===== src/rtl/exc_pkg.sv =====
package exc_pkg;
   localparam int CODE_W   = 7;
   localparam int RST_NUM  = 4;
   localparam int NMI_NUM  = 3;
   localparam int RST_TOP  = 8'h7F;
   localparam int NMI_TOP  = 8'h7B;
   localparam int MASK_TOP = 8'h78;

   function automatic logic [CODE_W-1:0] mask_code(input int idx);
      return CODE_W'(MASK_TOP - idx);
   endfunction
endpackage


===== src/rtl/exc_regs.sv =====
module exc_regs
   import exc_pkg::*;
#(
   parameter int NUM_MASK = 8
) (
   input  logic              clk,
   input  logic              rst_n,
   input  logic              reg_wr,
   input  logic              reg_addr,
   input  logic [7:0]        reg_wdata,
   output logic [7:0]        reg_rdata,
   output logic              mask_flag,
   output logic [CODE_W-1:0] promo_sel
);
   localparam logic [CODE_W-1:0] SEL_RST = mask_code(NUM_MASK - 1);

   always_ff @(posedge clk or negedge rst_n) begin
      if (!rst_n) begin
         mask_flag <= 1'b1;
         promo_sel <= SEL_RST;
      end else if (reg_wr) begin
         if (reg_addr) promo_sel <= reg_wdata[7:1];
         else          mask_flag <= reg_wdata[0];
      end
   end

   always_comb begin
      if (reg_addr) reg_rdata = {promo_sel, 1'b0};
      else          reg_rdata = {7'b0, mask_flag};
   end

   AST_SEL_WRITE: assert property (@(posedge clk) disable iff (!rst_n)
      (reg_wr && reg_addr) |=> (promo_sel == $past(reg_wdata[7:1])));
   AST_FLAG_WRITE: assert property (@(posedge clk) disable iff (!rst_n)
      (reg_wr && !reg_addr) |=> (mask_flag == $past(reg_wdata[0])));
endmodule


===== src/rtl/exc_mask_arb.sv =====
module exc_mask_arb
   import exc_pkg::*;
#(
   parameter int NUM_MASK = 8
) (
   input  logic                clk,
   input  logic                rst_n,
   input  logic [NUM_MASK-1:0] irq_req,
   input  logic [NUM_MASK-1:0] irq_en,
   input  logic                mask_flag,
   input  logic [CODE_W-1:0]   promo_sel,
   output logic                m_valid,
   output logic [CODE_W-1:0]   m_code,
   output logic [NUM_MASK-1:0] m_grant
);
   logic [NUM_MASK-1:0] elig;
   logic [NUM_MASK-1:0] sel_hit;
   logic [NUM_MASK-1:0] promo_win;

   assign elig = mask_flag ? '0 : (irq_req & irq_en);

   for (genvar g = 0; g < NUM_MASK; g++) begin : g_hit
      localparam logic [CODE_W-1:0] MY_CODE = mask_code(g);
      assign sel_hit[g] = (promo_sel == MY_CODE);
   end

   assign promo_win = elig & sel_hit;

   always_comb begin
      m_grant = '0;
      m_code  = '0;
      if (|promo_win) begin
         m_grant = promo_win;
      end else begin
         for (int i = NUM_MASK - 1; i >= 0; i--)
            if (elig[i]) m_grant = NUM_MASK'(1) << i;
      end
      for (int i = 0; i < NUM_MASK; i++)
         if (m_grant[i]) m_code = mask_code(i);
   end

   assign m_valid = |m_grant;

   AST_ONE_GRANT: assert property (@(posedge clk) disable iff (!rst_n)
      $onehot0(m_grant));
   AST_GRANT_ELIG: assert property (@(posedge clk) disable iff (!rst_n)
      (m_grant & ~(irq_req & irq_en)) == '0);
   AST_PROMO_WINS: assert property (@(posedge clk) disable iff (!rst_n)
      (!mask_flag && |(irq_req & irq_en & sel_hit)) |-> (m_code == promo_sel));
endmodule


===== src/rtl/exc_class_arb.sv =====
module exc_class_arb
   import exc_pkg::*;
(
   input  logic               clk,
   input  logic               rst_n,
   input  logic [RST_NUM-1:0] rst_req,
   input  logic [NMI_NUM-1:0] nmi_req,
   input  logic               m_valid,
   input  logic [CODE_W-1:0]  m_code,
   output logic               exc_valid,
   output logic [CODE_W-1:0]  exc_code,
   output logic               exc_is_reset
);
   logic [CODE_W-1:0] rst_code;
   logic [CODE_W-1:0] nmi_code;

   always_comb begin
      rst_code = '0;
      for (int j = RST_NUM - 1; j >= 0; j--)
         if (rst_req[j]) rst_code = CODE_W'(RST_TOP - j);
      nmi_code = '0;
      for (int j = NMI_NUM - 1; j >= 0; j--)
         if (nmi_req[j]) nmi_code = CODE_W'(NMI_TOP - j);
   end

   always_comb begin
      exc_is_reset = |rst_req;
      exc_valid    = (|rst_req) | (|nmi_req) | m_valid;
      if (|rst_req)      exc_code = rst_code;
      else if (|nmi_req) exc_code = nmi_code;
      else               exc_code = m_code;
   end

   AST_RESET_WINS: assert property (@(posedge clk) disable iff (!rst_n)
      (|rst_req) |-> (exc_valid && exc_is_reset && exc_code >= CODE_W'(RST_TOP - RST_NUM + 1)));
   AST_NMI_OVER_MASK: assert property (@(posedge clk) disable iff (!rst_n)
      (!(|rst_req) && |nmi_req) |-> (exc_valid && !exc_is_reset
         && exc_code <= CODE_W'(NMI_TOP) && exc_code > CODE_W'(MASK_TOP)));
   AST_IDLE_QUIET: assert property (@(posedge clk) disable iff (!rst_n)
      !exc_valid |-> (exc_code == '0 && !exc_is_reset));
endmodule


===== src/rtl/exc_resolver.sv =====
module exc_resolver
   import exc_pkg::*;
#(
   parameter int NUM_MASK = 8
) (
   input  logic                clk,
   input  logic                rst_n,
   input  logic [3:0]          rst_req,
   input  logic [2:0]          nmi_req,
   input  logic [NUM_MASK-1:0] irq_req,
   input  logic [NUM_MASK-1:0] irq_en,
   input  logic                reg_wr,
   input  logic                reg_addr,
   input  logic [7:0]          reg_wdata,
   output logic [7:0]          reg_rdata,
   output logic                exc_valid,
   output logic [6:0]          exc_code,
   output logic                exc_is_reset
);
   if (NUM_MASK < 1 || NUM_MASK > 64) begin : g_bad_num
      $error("NUM_MASK must lie in 1..64");
   end
   if (RST_NUM != 4 || NMI_NUM != 3 || CODE_W != 7) begin : g_bad_pkg
      $error("package class sizes do not match the port list");
   end

   logic                mask_flag;
   logic [CODE_W-1:0]   promo_sel;
   logic                m_valid;
   logic [CODE_W-1:0]   m_code;
   logic [NUM_MASK-1:0] m_grant;

   exc_regs #(.NUM_MASK(NUM_MASK)) regs_i (
      .clk(clk), .rst_n(rst_n), .reg_wr(reg_wr), .reg_addr(reg_addr),
      .reg_wdata(reg_wdata), .reg_rdata(reg_rdata),
      .mask_flag(mask_flag), .promo_sel(promo_sel)
   );

   exc_mask_arb #(.NUM_MASK(NUM_MASK)) marb_i (
      .clk(clk), .rst_n(rst_n), .irq_req(irq_req), .irq_en(irq_en),
      .mask_flag(mask_flag), .promo_sel(promo_sel),
      .m_valid(m_valid), .m_code(m_code), .m_grant(m_grant)
   );

   exc_class_arb carb_i (
      .clk(clk), .rst_n(rst_n), .rst_req(rst_req), .nmi_req(nmi_req),
      .m_valid(m_valid), .m_code(m_code),
      .exc_valid(exc_valid), .exc_code(exc_code), .exc_is_reset(exc_is_reset)
   );

   AST_MASK_BLOCKS: assert property (@(posedge clk) disable iff (!rst_n)
      (mask_flag && rst_req == '0 && nmi_req == '0) |-> !exc_valid);
endmodule


===== config.mk =====
export PLATFORM = sky130hd
export DESIGN_NAME = exc_resolver
export DESIGN_NICKNAME = d
export VERILOG_FILES = /design/src/rtl/exc_pkg.sv /design/src/rtl/exc_regs.sv /design/src/rtl/exc_mask_arb.sv /design/src/rtl/exc_class_arb.sv /design/src/rtl/exc_resolver.sv
export SDC_FILE = /design/constraint.sdc
export NUM_CORES = 1
export LEC_CHECK = 0
export ABC_AREA = 1
export CELL_PAD_IN_SITES_DETAIL_PLACEMENT = 0
export CELL_PAD_IN_SITES_GLOBAL_PLACEMENT = 1
export CORE_MARGIN = 5
export CORE_UTILIZATION = 42
export CTS_CLUSTER_SIZE = 10
export DETAILED_ROUTE_END_ITERATION = 7
export DONT_BUFFER_PORTS = 1
export PLACE_DENSITY_LB_ADDON = 0.3
export SLEW_MARGIN = 20
export SYNTH_ARGS = -nofsm -noshare
export SYNTH_HDL_FRONTEND = slang
export SYNTH_SLANG_ARGS = --single-unit

===== constraint.sdc =====
create_clock -name clk -period 3.7 [get_ports clk]
set_input_delay 0 -clock clk [delete_from_list [all_inputs] [get_ports clk]]
set_output_delay 0 -clock clk [all_outputs]
set_load 0.01 [all_outputs]

==> summary.md, run 1 <==
| Metric | Value |
|---|---|
| Sequential fraction of the synthesis area | `0.2154` |
| DRT Pass-1 Iters | `4` |
| Critical Path End Type | `primary output` |
| Post-DR wirelength/cell | `about 11 um` |
| CP peak stage delay | `around 0.54 ns` |
| Vias in the first global route | `984` |
| Pin slew with the least headroom to its limit | `about 0.44 ns` |
| Detailed-route via count | `around 1000` |
| Outcome | `completed` |
| Top cells by area, synth | `nand2_1 (18%), dfstp_2 (14%), nor2_1 (12%), inv_1 (9.4%), dfrtp_1 (7.8%)` |
| Clock buffer depth | `2` |
| CP max stage cell | `dfstp_2` |
| Layout area overhead | `15.54%` |
| Clk root buf | `clkbuf_4` |
| Pwr Total | `between 0.2 and 0.3 mW` |
| Row count | `17` |
| DRT iter0 DRCs | `28` |
| Peak VDD IR | `approximately 0.17 mV` |
| M3 GR Usage | `0.01336` |
| Distinct cells, synth | `24` |
| Core area | `0.002191 mm2` |
| Worst slew margin | `0.7077` |
| Mapped cell area | `approximately 960 um2` |
| Placer Congestion | `0.7678` |
| Worst-path cell chain | `nand3_2, inv_1, nand3_1, nand2_1, nor2_4, nand3_1, nand2_1, nor4_1, nand2_1` |
| Seq cells post-synth | `8` |
| Max-cap violations | `0` |
| Share of layout cells above drive strength 1 | `0.1600` |
| Initial antenna violation count | `0` |
| ANT cells | `0` |
| HP Class | `primary input to primary output` |
| Final ANT Viol Nets | `0` |
| Area leader, netlist | `nand2_1` |
| Buffers on Ports | `0` |
| Largest net degree at the start of global routing | `12` |
| Setup violations, final | `0` |
| Top_reg_cell synth | `dfstp_2` |
| FMAX | `around 460 MHz` |
| Placed Instance Area | `970.9 um2` |
| # H-tree levels | `1` |
| Power per cell area | `256.1 mW/mm2` |
| CP max FO | `6` |
| Final instance area | `0.001107 mm2` |
| Req. time, crit path | `approximately 3.7 ns` |
| GR Util met2 | `0.2581` |
| Yosys warns | `0` |
| Worst setup SP type | `register` |
| Final period util | `0.5869` |
| Lkg Pwr | `about 0.6 nW` |
| Mean area per synthesized cell | `5.844 um2` |
| Die ar. | `0.003337 mm2` |
| Initial core utilization | `0.4375` |
| Final Skew | `0 ns` |
| RSZ-0062 raised after global routing | `no` |
| Max-slew violations | `0` |
| CTS tree | `done` |
| Setup TNS | `0 ns` |
| Vias per cell | `between 4 and 5` |
| GRT Overall Usage | `0.1424` |
| Final worst path period need | `approximately 2.2 ns` |
| Die Span Y | `around 58 um` |
| Arr. time, crit path | `~2.2 ns` |
| Smallest hold slack | `about 0.05 ns` |
| Layout Nets | `roughly 210` |
| FILL cells | `around 230` |
| Post-CTS Hold Fix Bufs | `11` |
| Area occupied by multi-input gates | `between 600 and 700 um2` |
| CTS Buf Count | `3` |
| Share of the synthesized area in the top cell type | `0.1841` |
| Hold Fails Final Rpt | `0` |
| Die width | `57.77 um` |
| EDFF count, synth | `0` |
| Most common cell on crit path | `nand2_1` |
| Hpwl dp | `about 1.9 mm` |
| Postcts setup bufs | `0` |
| Post-synth ARST share | `1.000` |
| GR Util met1 | `0.1696` |
| Ports | `52` |
| Routed WL | `between 2 and 2.5 mm` |
| CTS resizes | `0` |
| First-pass GRT wire length | `roughly 3.9 mm` |
| Skew-Pair Late Insertion Delay | `0.25 ns` |
| Busiest grt layer | `met2` |
| Setup CP Type | `register to primary output` |
| Reg area | `206.4 um2` |
| Overflow after GRT | `0` |
| CTS sink cnt | `8` |
| Drt drc | `0` |
| Cells after synthesis | `164` |
| Post-Syn Nets | `just under 200` |
| Clk slew on worst S/H paths | `about 0.05 ns` |
-- final timing paths --
check	endpoint	cells after the start	slack, ns	from
worst max-delay path	exc_code[4]	9	1.53	regs_i.promo_sel[6]$_DFFE_PN1P_
worst min-delay path	reg_rdata[0]	1	0.05	reg_addr
worst max register to register	regs_i.mask_flag$_DFFE_PN1P_	3	2.29	regs_i.mask_flag$_DFFE_PN1P_
worst min register to register	regs_i.promo_sel[0]$_DFFE_PN1P_	2	0.53	regs_i.promo_sel[0]$_DFFE_PN1P_
max in group asynchronous	regs_i.mask_flag$_DFFE_PN1P_	1	3.30	rst_n
min in group asynchronous	regs_i.promo_sel[2]$_DFFE_PN0P_	1	0.09	rst_n
-- layout make-up --
cell class,count,share of cell area
Clock buffer,4,0.02373
Inverter,25,0.08475
Multi-Input combinational cell,127,0.5740
Sequential cell,8,0.1864
Tap cell,28,0.03164
Timing Repair Buffer,11,0.09944
-- sequential cells by signal, summed over array words and instances (netlist names) --
| register | cells |
|---|---|
| regs_i.mask_flag | 1 |
| regs_i.promo_sel | 7 |
-- report_power, final --
| group | switching (mW) | total, mW | internal [mW] |
|---|---|---|---|
| sequential | 0.0113 | 0.117 | 0.105 |
| combinational | 0.0592 | 0.0969 | 0.0377 |
| clock | 0.0288 | 0.0700 | 0.0412 |
-- Yosys cell counts (2+ instances only) --
cell type,number
nand2_1,47
nor2_1,30
inv_1,24
nand3_1,15
a21oi_1,7
dfstp_2,5
nor2_2,4
dfrtp_1,3
mux2_2,3
nand3_2,3
nand4_1,3
buf_4,2
clkbuf_1,2
nand2_2,2
nand2_4,2
nor2_4,2
nor3_1,2
nor4_1,2
-- metrics by stage --
stage               setup slack (ns)  cells    util
CTS                            1.515    203  0.5054
global placement               1.827    188  0.4432
floorplan                      1.851    164       -
global route                   1.198    203  0.5054
detailed placement             1.794    188  0.4432
finish                         1.528    203  0.5054
-- worst max-delay path, delay by kind of cell, from the launching register on --
family,cells,cell delay (ns)
buf+inv,1,0.16
simple gates,8,1.22
flops,1,0.54
-- layer usage --
metal	part of all wire	vias up
met3	0.052	3
met5	0	-
met4	0.0093	0
met2	0.53	27
li1	-	534
met1	0.41	439
-- layout by cell type (no fill, tap or decap), drive strengths merged --
master,instances
a21oi,7
nor3,3
dlygate4sd3,11
inv,25
nand3b,1
clkbuf,4
dfrtp,3
nand3,19
o21ai,2
nor2,36
nand4,3
mux2,3
dfstp,5
nor4,2
nand2,51
-- kinds of logic after synthesis --
kind of cell | after synthesis | synth area share
AOI/OAI and AO/OA | 9 | 0.05091
muxes | 3 | 0.03525
and+or+nand+nor | 115 | 0.5770
DFF | 8 | 0.2154
buffers and inverters | 29 | 0.1214
Note: power is estimated with default switching activity, not from simulation.
==> run 2: changes to the inputs <==
CORE_UTILIZATION = 39   (was 42)
clock period = 2.1 ns   (was 3.7 ns; I/O delays follow)
==> run 2 against run 1 <==
  * Core utilization is 8.3 points higher
  * Critical endpoint is now exc_code[5]
  * Final area is 28% higher
  * Non-clock buffer count is 7 higher
  * Setup slack worse by 1.5 ns
  * Highest routed layer unchanged
  * Critical path type unchanged
  * Clock power is 79% higher
  * Critical path depth is 2 higher
  * Power is 100% higher
==> summary.md, run 2 (same netlist as run 1, synthesis figures left out) <==
| Metric | Value |
|---|---|
| Hold Path Stages | `1 (unchanged)` |
| Clock buffer depth | `2 (unchanged)` |
| Largest Register | `regs_i.promo_sel` |
| Ports | `52 (unchanged)` |
| Row count | `18 (+1)` |
| Post-DR wirelength/cell | `12.66 um (+14%)` |
| Clock group share of total power | `0.220 (-0.027)` |
| Peak VDD IR | `0.3710 mV (+120%)` |
| Placed Cells | `190 (+1.1%)` |
| Clk root buf | `clkbuf_4` |
| Pwr Total | `0.5660 mW (+100%)` |
| Net Sw Power | `0.2218 mW (+120%)` |
| Switching part of the total power | `0.3918 (+0.04139)` |
| Smallest hold slack | `0.05301 ns (+0.002583 ns)` |
| Worst slew margin | `0.6792 (-0.02844)` |
| M3 GR Usage | `0.006536 (-0.006827)` |
| Max-slew violations | `0 (unchanged)` |
| Final period util | `0.9906` |
| Outcome | `completed` |
| Worst hold endpoint | `reg_rdata[0]` |
| FF-to-FF path depth | `3 (unchanged)` |
| Final ANT Viol Nets | `0 (unchanged)` |
| Hold Fails Final Rpt | `0 (unchanged)` |
| Setup TNS | `0 ns (unchanged)` |
| # H-tree levels | `1 (unchanged)` |
| Core area | `0.002410 mm2 (+10%)` |
| Final worst path period need | `approximately 2.1 ns` |
| Layout Nets | `218 (+3.3%)` |
| Busiest grt layer | `met2` |
| Buffers on Ports | `0 (unchanged)` |
| RSZ-0062 raised after global routing | `yes` |
| Die ar. | `0.003549 mm2 (+6.3%)` |
| Area occupied by multi-input gates | `882.1 um2 (+39%)` |
| Req. time, crit path | `2.10 ns (-1.60 ns)` |
| Hpwl dp | `1.961 mm (+0.95%)` |
| GR Util met2 | `0.2387 (-0.01937)` |
| Max reg flops | `7 (unchanged)` |
| Vias in the first global route | `896 (-8.9%)` |
| Reg area | `206.4 um2 (unchanged)` |
| GR Util met1 | `0.1459 (-0.02372)` |
| FF-to-FF setup slack | `0.66 ns (-1.63 ns)` |
| Largest registers | `regs_i.promo_sel: 7 flops, regs_i.mask_flag: 1 flops` |
| Worst R2R End | `regs_i.mask_flag$_DFFE_PN1P_` |
| DRT Pass-1 Iters | `4 (unchanged)` |
| Seq pwr share | `0.371 (-0.040)` |
| Share of layout cells above drive strength 1 | `0.3956 (+0.2356)` |
| Critical Path End Type | `primary output` |
| Reg-to-reg startpoint | `regs_i.mask_flag$_DFFE_PN1P_` |
| FMAX | `between 400 and 500 MHz` |
| CTS tree | `done` |
| FILL cells | `211 (-9.4%)` |
| Largest net degree at the start of global routing | `12 (unchanged)` |
| Initial antenna violation count | `0 (unchanged)` |
| First-pass GRT wire length | `3.498 mm (-11%)` |
| Worst Hold Launch | `reg_addr` |
| ANT cells | `0 (unchanged)` |
| Setup CP Type | `register to primary output` |
| Placer Congestion | `0.7815 (+1.8%)` |
| Final Skew | `0 ns (unchanged)` |
| DRT iter0 DRCs | `20 (-29%)` |
| Placed Instance Area | `973.4 um2 (+0.26%)` |
| Initial core utilization | `0.3977 (-0.03975)` |
| Detailed-route via count | `1059 (+5.6%)` |
| Overflow after GRT | `0 (unchanged)` |
| Pint | `0.3443 mW (+87%)` |
| Drt drc | `0 (unchanged)` |
| CTS sink cnt | `8 (unchanged)` |
| Vias per cell | `4.995 (+1.1%)` |
| Die Span Y | `59.58 um (+3.1%)` |
| Most frequent cells in the layout | `nand2_1 (35), inv_1 (21), nor2_1 (19)` |
| Routed WL | `2.683 mm (+19%)` |
| Setup violations, final | `0 (unchanged)` |
| Pin slew with the least headroom to its limit | `0.4775 ns (+0.04233 ns)` |
| Final instance area | `0.001419 mm2 (+28%)` |
| Lkg Pwr | `0.6651 nW (+8.9%)` |
| Non-Filler Instances | `212 (+4.4%)` |
| CP max FO | `6 (unchanged)` |
| Power per cell area | `398.9 mW/mm2 (+56%)` |
| Worst setup SP type | `register` |
| GRT Overall Usage | `0.1263 (-0.01606)` |
| CP Launch Point | `regs_i.mask_flag$_DFFE_PN1P_` |
| Die width | `59.58 um (+3.1%)` |
| CTS Buf Count | `3 (unchanged)` |
| Clk slew on worst S/H paths | `0.05 ns (about the same)` |
| HP Class | `primary input to primary output` |
| Arr. time, crit path | `2.08 ns (-0.09 ns)` |
| Skew-Pair Late Insertion Delay | `0.25 ns (about the same)` |
| Max-cap violations | `0 (unchanged)` |
| Commonest non-fill, non-tap cell in the layout | `nand2_1` |
| Layout area overhead | `48.04%` |
| Comb power frac | `0.409 (+0.067)` |
-- run 2: repair_timing --
action,CTS,global route
buffers inserted,0,7
hold buffers,11,0
resized for setup,3,59
endpoints found under the setup margin,3,7
hold endpoints to repair,16,0
pin swaps,1,18
gates cloned,0,0
-- run 2: critical path: stages, from the launching register on --
cell,delay [ns]
dfstp_2,0.41
buf_4,0.15
nor2_1,0.26
nand3_4,0.12
nand2_2,0.11
nor2_4,0.06
nand2_4,0.10
o21ai_4,0.07
nor3_2,0.18
nand3_2,0.12
nor2_4,0.16
nand2_4,0.10
-- run 2: layout make-up --
type	count	share of cell area
Clock buffer	4	0.01852
Timing Repair Buffer	18	0.1146
Inverter	25	0.07319
Sequential cell	8	0.1455
Multi-Input combinational cell	127	0.6217
Tap cell	30	0.02646
-- run 2: how the worst max path moves through the flow --
| stage | endpoint | slack, ns | cells after the start |
|---|---|---|---|
| 6_report | exc_code[5] | 0.02 | 11 |
| 5_1_grt | exc_code[6] | -0.11 | 12 |
| 4_1_cts | exc_code[5] | 0.02 | 11 |
| 3_5_place_dp | exc_code[5] | 0.19 | 11 |
| 3_3_place_gp | exc_code[5] | 0.22 | 9 |
| 2_1_floorplan | exc_code[5] | 0.25 | 12 |
-- run 2: per-stage QoR --
step | setup slack, ns | utilization
detailed placement | 0.1911 | 0.4039
global route | -0.1115 | 0.5888
CTS | 0.01581 | 0.4642
global placement | 0.2176 | 0.4039
finish | 0.01970 | 0.5888
floorplan | 0.2512 | -
-- run 2: layer usage --
metal	vias up	routed length [um]
li1	549	-
met1	466	959
met2	37	1530
met3	7	151
met4	0	41
met5	-	0
-- run 2: power groups by stage --
stage | sequential [mW] | clock [mW] | combinational (mW)
after floorplan | 0.204 | 0 | 0.131
after global placement | 0.207 | 0 | 0.150
after detailed placement | 0.208 | 0 | 0.152
after CTS | 0.206 | 0.130 | 0.174
after global routing | 0.215 | 0.134 | 0.256
final | 0.210 | 0.125 | 0.231
==> run 3: changes to the inputs <==
CORE_UTILIZATION = 40   (was 39)
SYNTH_HIERARCHICAL = 1   (was default)
==> run 3 against run 2 <==
  * Sequential power barely moved
  * Global-route usage rose by 3.0 points
  * Combinational power rose by 10%
  * Clock power fell by 4%
  * Register-to-register slack improved by 0.09 ns
  * Non-clock buffer count rose by 12
  * Sequential cell count did not move
  * Die area rose by 9.7%
  * Wire length rose by 13%
  * Maximum frequency rose by 0.31%
  * Setup slack improved by 0.0064 ns
  * Critical endpoint is now exc_code[0]
==> summary.md, run 3 <==
| Metric | Value |
|---|---|
| Hpwl dp | `2.207 mm (+12%)` |
| Layout area overhead | `37.36%` |
| Final ANT Viol Nets | `0 (unchanged)` |
| Power per cell area | `385.8 mW/mm2 (-3.3%)` |
| Most frequent cells in the layout | `nand2_1 (57), inv_1 (26), dlygate4sd3_1 (25)` |
| Share of layout cells above drive strength 1 | `0.2699 (-0.1257)` |
| GRT Overall Usage | `0.1567 (+0.03040)` |
| Buffers on Ports | `0 (unchanged)` |
| Cells after synthesis | `197 (+20%)` |
| Die Span Y | `62.41 um (+4.8%)` |
| CP max FO | `8 (+2)` |
| Routed WL | `3.039 mm (+13%)` |
| DRT iter0 DRCs | `36 (+80%)` |
| Ports | `52 (unchanged)` |
| Mapped cell area | `0.001099 mm2 (+15%)` |
| Placer Congestion | `0.8808 (+13%)` |
| Row count | `19 (+1)` |
| DRT Pass-1 Iters | `4 (unchanged)` |
| CTS tree | `done` |
| Die ar. | `0.003894 mm2 (+9.7%)` |
| Setup violations, final | `0 (unchanged)` |
| Commonest non-fill, non-tap cell in the layout | `nand2_1` |
| Vias in the first global route | `1300 (+45%)` |
| Vias per cell | `5.047 (+1.0%)` |
| Req. time, crit path | `2.10 ns (about the same)` |
| Max-slew violations | `0 (unchanged)` |
| Critical Path End Type | `primary output` |
| RSZ-0062 raised after global routing | `yes` |
| FMAX | `482.2 MHz (+0.31%)` |
| Largest registers | `regs_i/promo_sel: 7 flops, regs_i/mask_flag: 1 flops` |
| Drt drc | `0 (unchanged)` |
| Outcome | `completed` |
| Clk slew on worst S/H paths | `0.06 ns (about the same)` |
| Post-Syn Nets | `232 (+17%)` |
| Pin slew with the least headroom to its limit | `0.4234 ns (-0.05403 ns)` |
| CP Launch Point | `regs_i/mask_flag$_DFFE_PN1P_` |
| Setup TNS | `0 ns (unchanged)` |
| Arr. time, crit path | `2.07 ns (about the same)` |
| Largest Register | `regs_i/promo_sel` |
| Post-DR wirelength/cell | `11.82 um (-6.6%)` |
| FF-to-FF setup slack | `0.75 ns (+0.09 ns)` |
| Final worst path period need | `2.074 ns (-0.006432 ns)` |
| Max-cap violations | `0 (unchanged)` |
| Die width | `62.41 um (+4.8%)` |
| Peak VDD IR | `0.4548 mV (+23%)` |
| Initial antenna violation count | `0 (unchanged)` |
| Reg-to-reg startpoint | `regs_i/mask_flag$_DFFE_PN1P_` |
| Largest net degree at the start of global routing | `11 (-1)` |
| Non-Filler Instances | `257 (+21%)` |
| Final period util | `0.9876 (-0.003063)` |
| HP Class | `primary input to primary output` |
| CTS sink cnt | `8 (unchanged)` |
| Placed Cells | `223 (+17%)` |
| Initial core utilization | `0.4089 (+0.01123)` |
| Hold Fails Final Rpt | `0 (unchanged)` |
| Final Skew | `0 ns (unchanged)` |
| Clock buffer depth | `2 (unchanged)` |
| Worst Hold Launch | `reg_addr` |
| Detailed-route via count | `1297 (+22%)` |
| Lkg Pwr | `0.7798 nW (+17%)` |
| Worst slew margin | `0.7168 (+0.03754)` |
| Worst setup SP type | `register` |
| Clk root buf | `clkbuf_4` |
| # H-tree levels | `1 (unchanged)` |
| Overflow after GRT | `0 (unchanged)` |
| CTS Buf Count | `3 (unchanged)` |
| Mean area per synthesized cell | `5.576 um2 (-4.6%)` |
| First-pass GRT wire length | `5.216 mm (+49%)` |
| Yosys warns | `6 (+6)` |
| Layout Nets | `262 (+20%)` |
| Skew-Pair Late Insertion Delay | `0.25 ns (about the same)` |
| Setup CP Type | `register to primary output` |
| Core area | `0.002686 mm2 (+11%)` |
| Max reg flops | `7 (unchanged)` |
| ANT cells | `0 (unchanged)` |
run 3: per-stage QoR:
step | utilization | total power [mW] | setup WS [ns] | hold slack (ns) | cell area [um2]
finish | 0.5617 | 0.5822 | 0.02613 | 0.05057 | 1509
global route | 0.5617 | 0.6333 | -0.1391 | 0.05591 | 1509
CTS | 0.5254 | 0.5650 | 0.01960 | 0.05218 | 1411
detailed placement | 0.4066 | 0.3817 | 0.1442 | -0.2953 | 1092
global placement | 0.4066 | 0.3793 | 0.2025 | -0.2953 | 1092
floorplan | - | 0.3733 | 0.2470 | -0.2956 | 1099
run 3: what timing repair did:
item | 4_1_cts | 5_1_grt
endpoints found under the hold margin | 16 | 0
pin swaps | 2 | 13
resized for setup | 10 | 21
hold buffers | 25 | 0
endpoints found under the setup margin | 6 | 7
buffers inserted | 1 | 4
run 3: path summary, 6_finish.rpt:
check                                                   to  cells past startpoint
min in group asynchronous  regs_i/promo_sel[1]$_DFFE_PN0P_                      1
hold reg to reg            regs_i/promo_sel[6]$_DFFE_PN1P_                      3
max in group asynchronous  regs_i/promo_sel[6]$_DFFE_PN1P_                      1
hold / removal                                reg_rdata[0]                      1
setup reg to reg              regs_i/mask_flag$_DFFE_PN1P_                      3
setup / recovery                               exc_code[0]                     14
run 3: area by class of cell:
| class | count | area, um2 |
|---|---|---|
| Tap cell | 31 | 38.79 |
| Fill cell | 271 | 1177 |
| Timing Repair Buffer | 30 | 287.8 |
| Multi-Input combinational cell | 152 | 819.5 |
| Clock buffer | 4 | 26.28 |
| Sequential cell | 8 | 206.4 |
| Inverter | 32 | 130.1 |
run 3: where the power goes:
group	leakage, nW	switching, mW	internal [mW]
sequential	0.0895	0.0245	0.183
clock	0.0150	0.0479	0.0724
combinational	0.675	0.142	0.112
run 3: worst max-delay path: stages (launching register included):
cell and delay (ns):
dfstp_2 0.62, inv_4 0.08, nand3_4 0.09, inv_2 0.05
nand3_4 0.08, nand2_4 0.06, nor2_4 0.24, nand3_2 0.13
nand2_1 0.08, inv_1 0.05, nand4_1 0.09, o21ai_1 0.06
nand2_1 0.07, nand2_2 0.05, nand2_2 0.07
run 3: routing by layer:
metal	share of wire	up-vias	track usage	wire length [um]
met5	0	-	0	0
met4	0.011	0	0.06101	34
met3	0.033	4	0.01978	101
met2	0.61	24	0.3329	1848
met1	0.35	601	0.1430	1054
li1	-	668	-	-
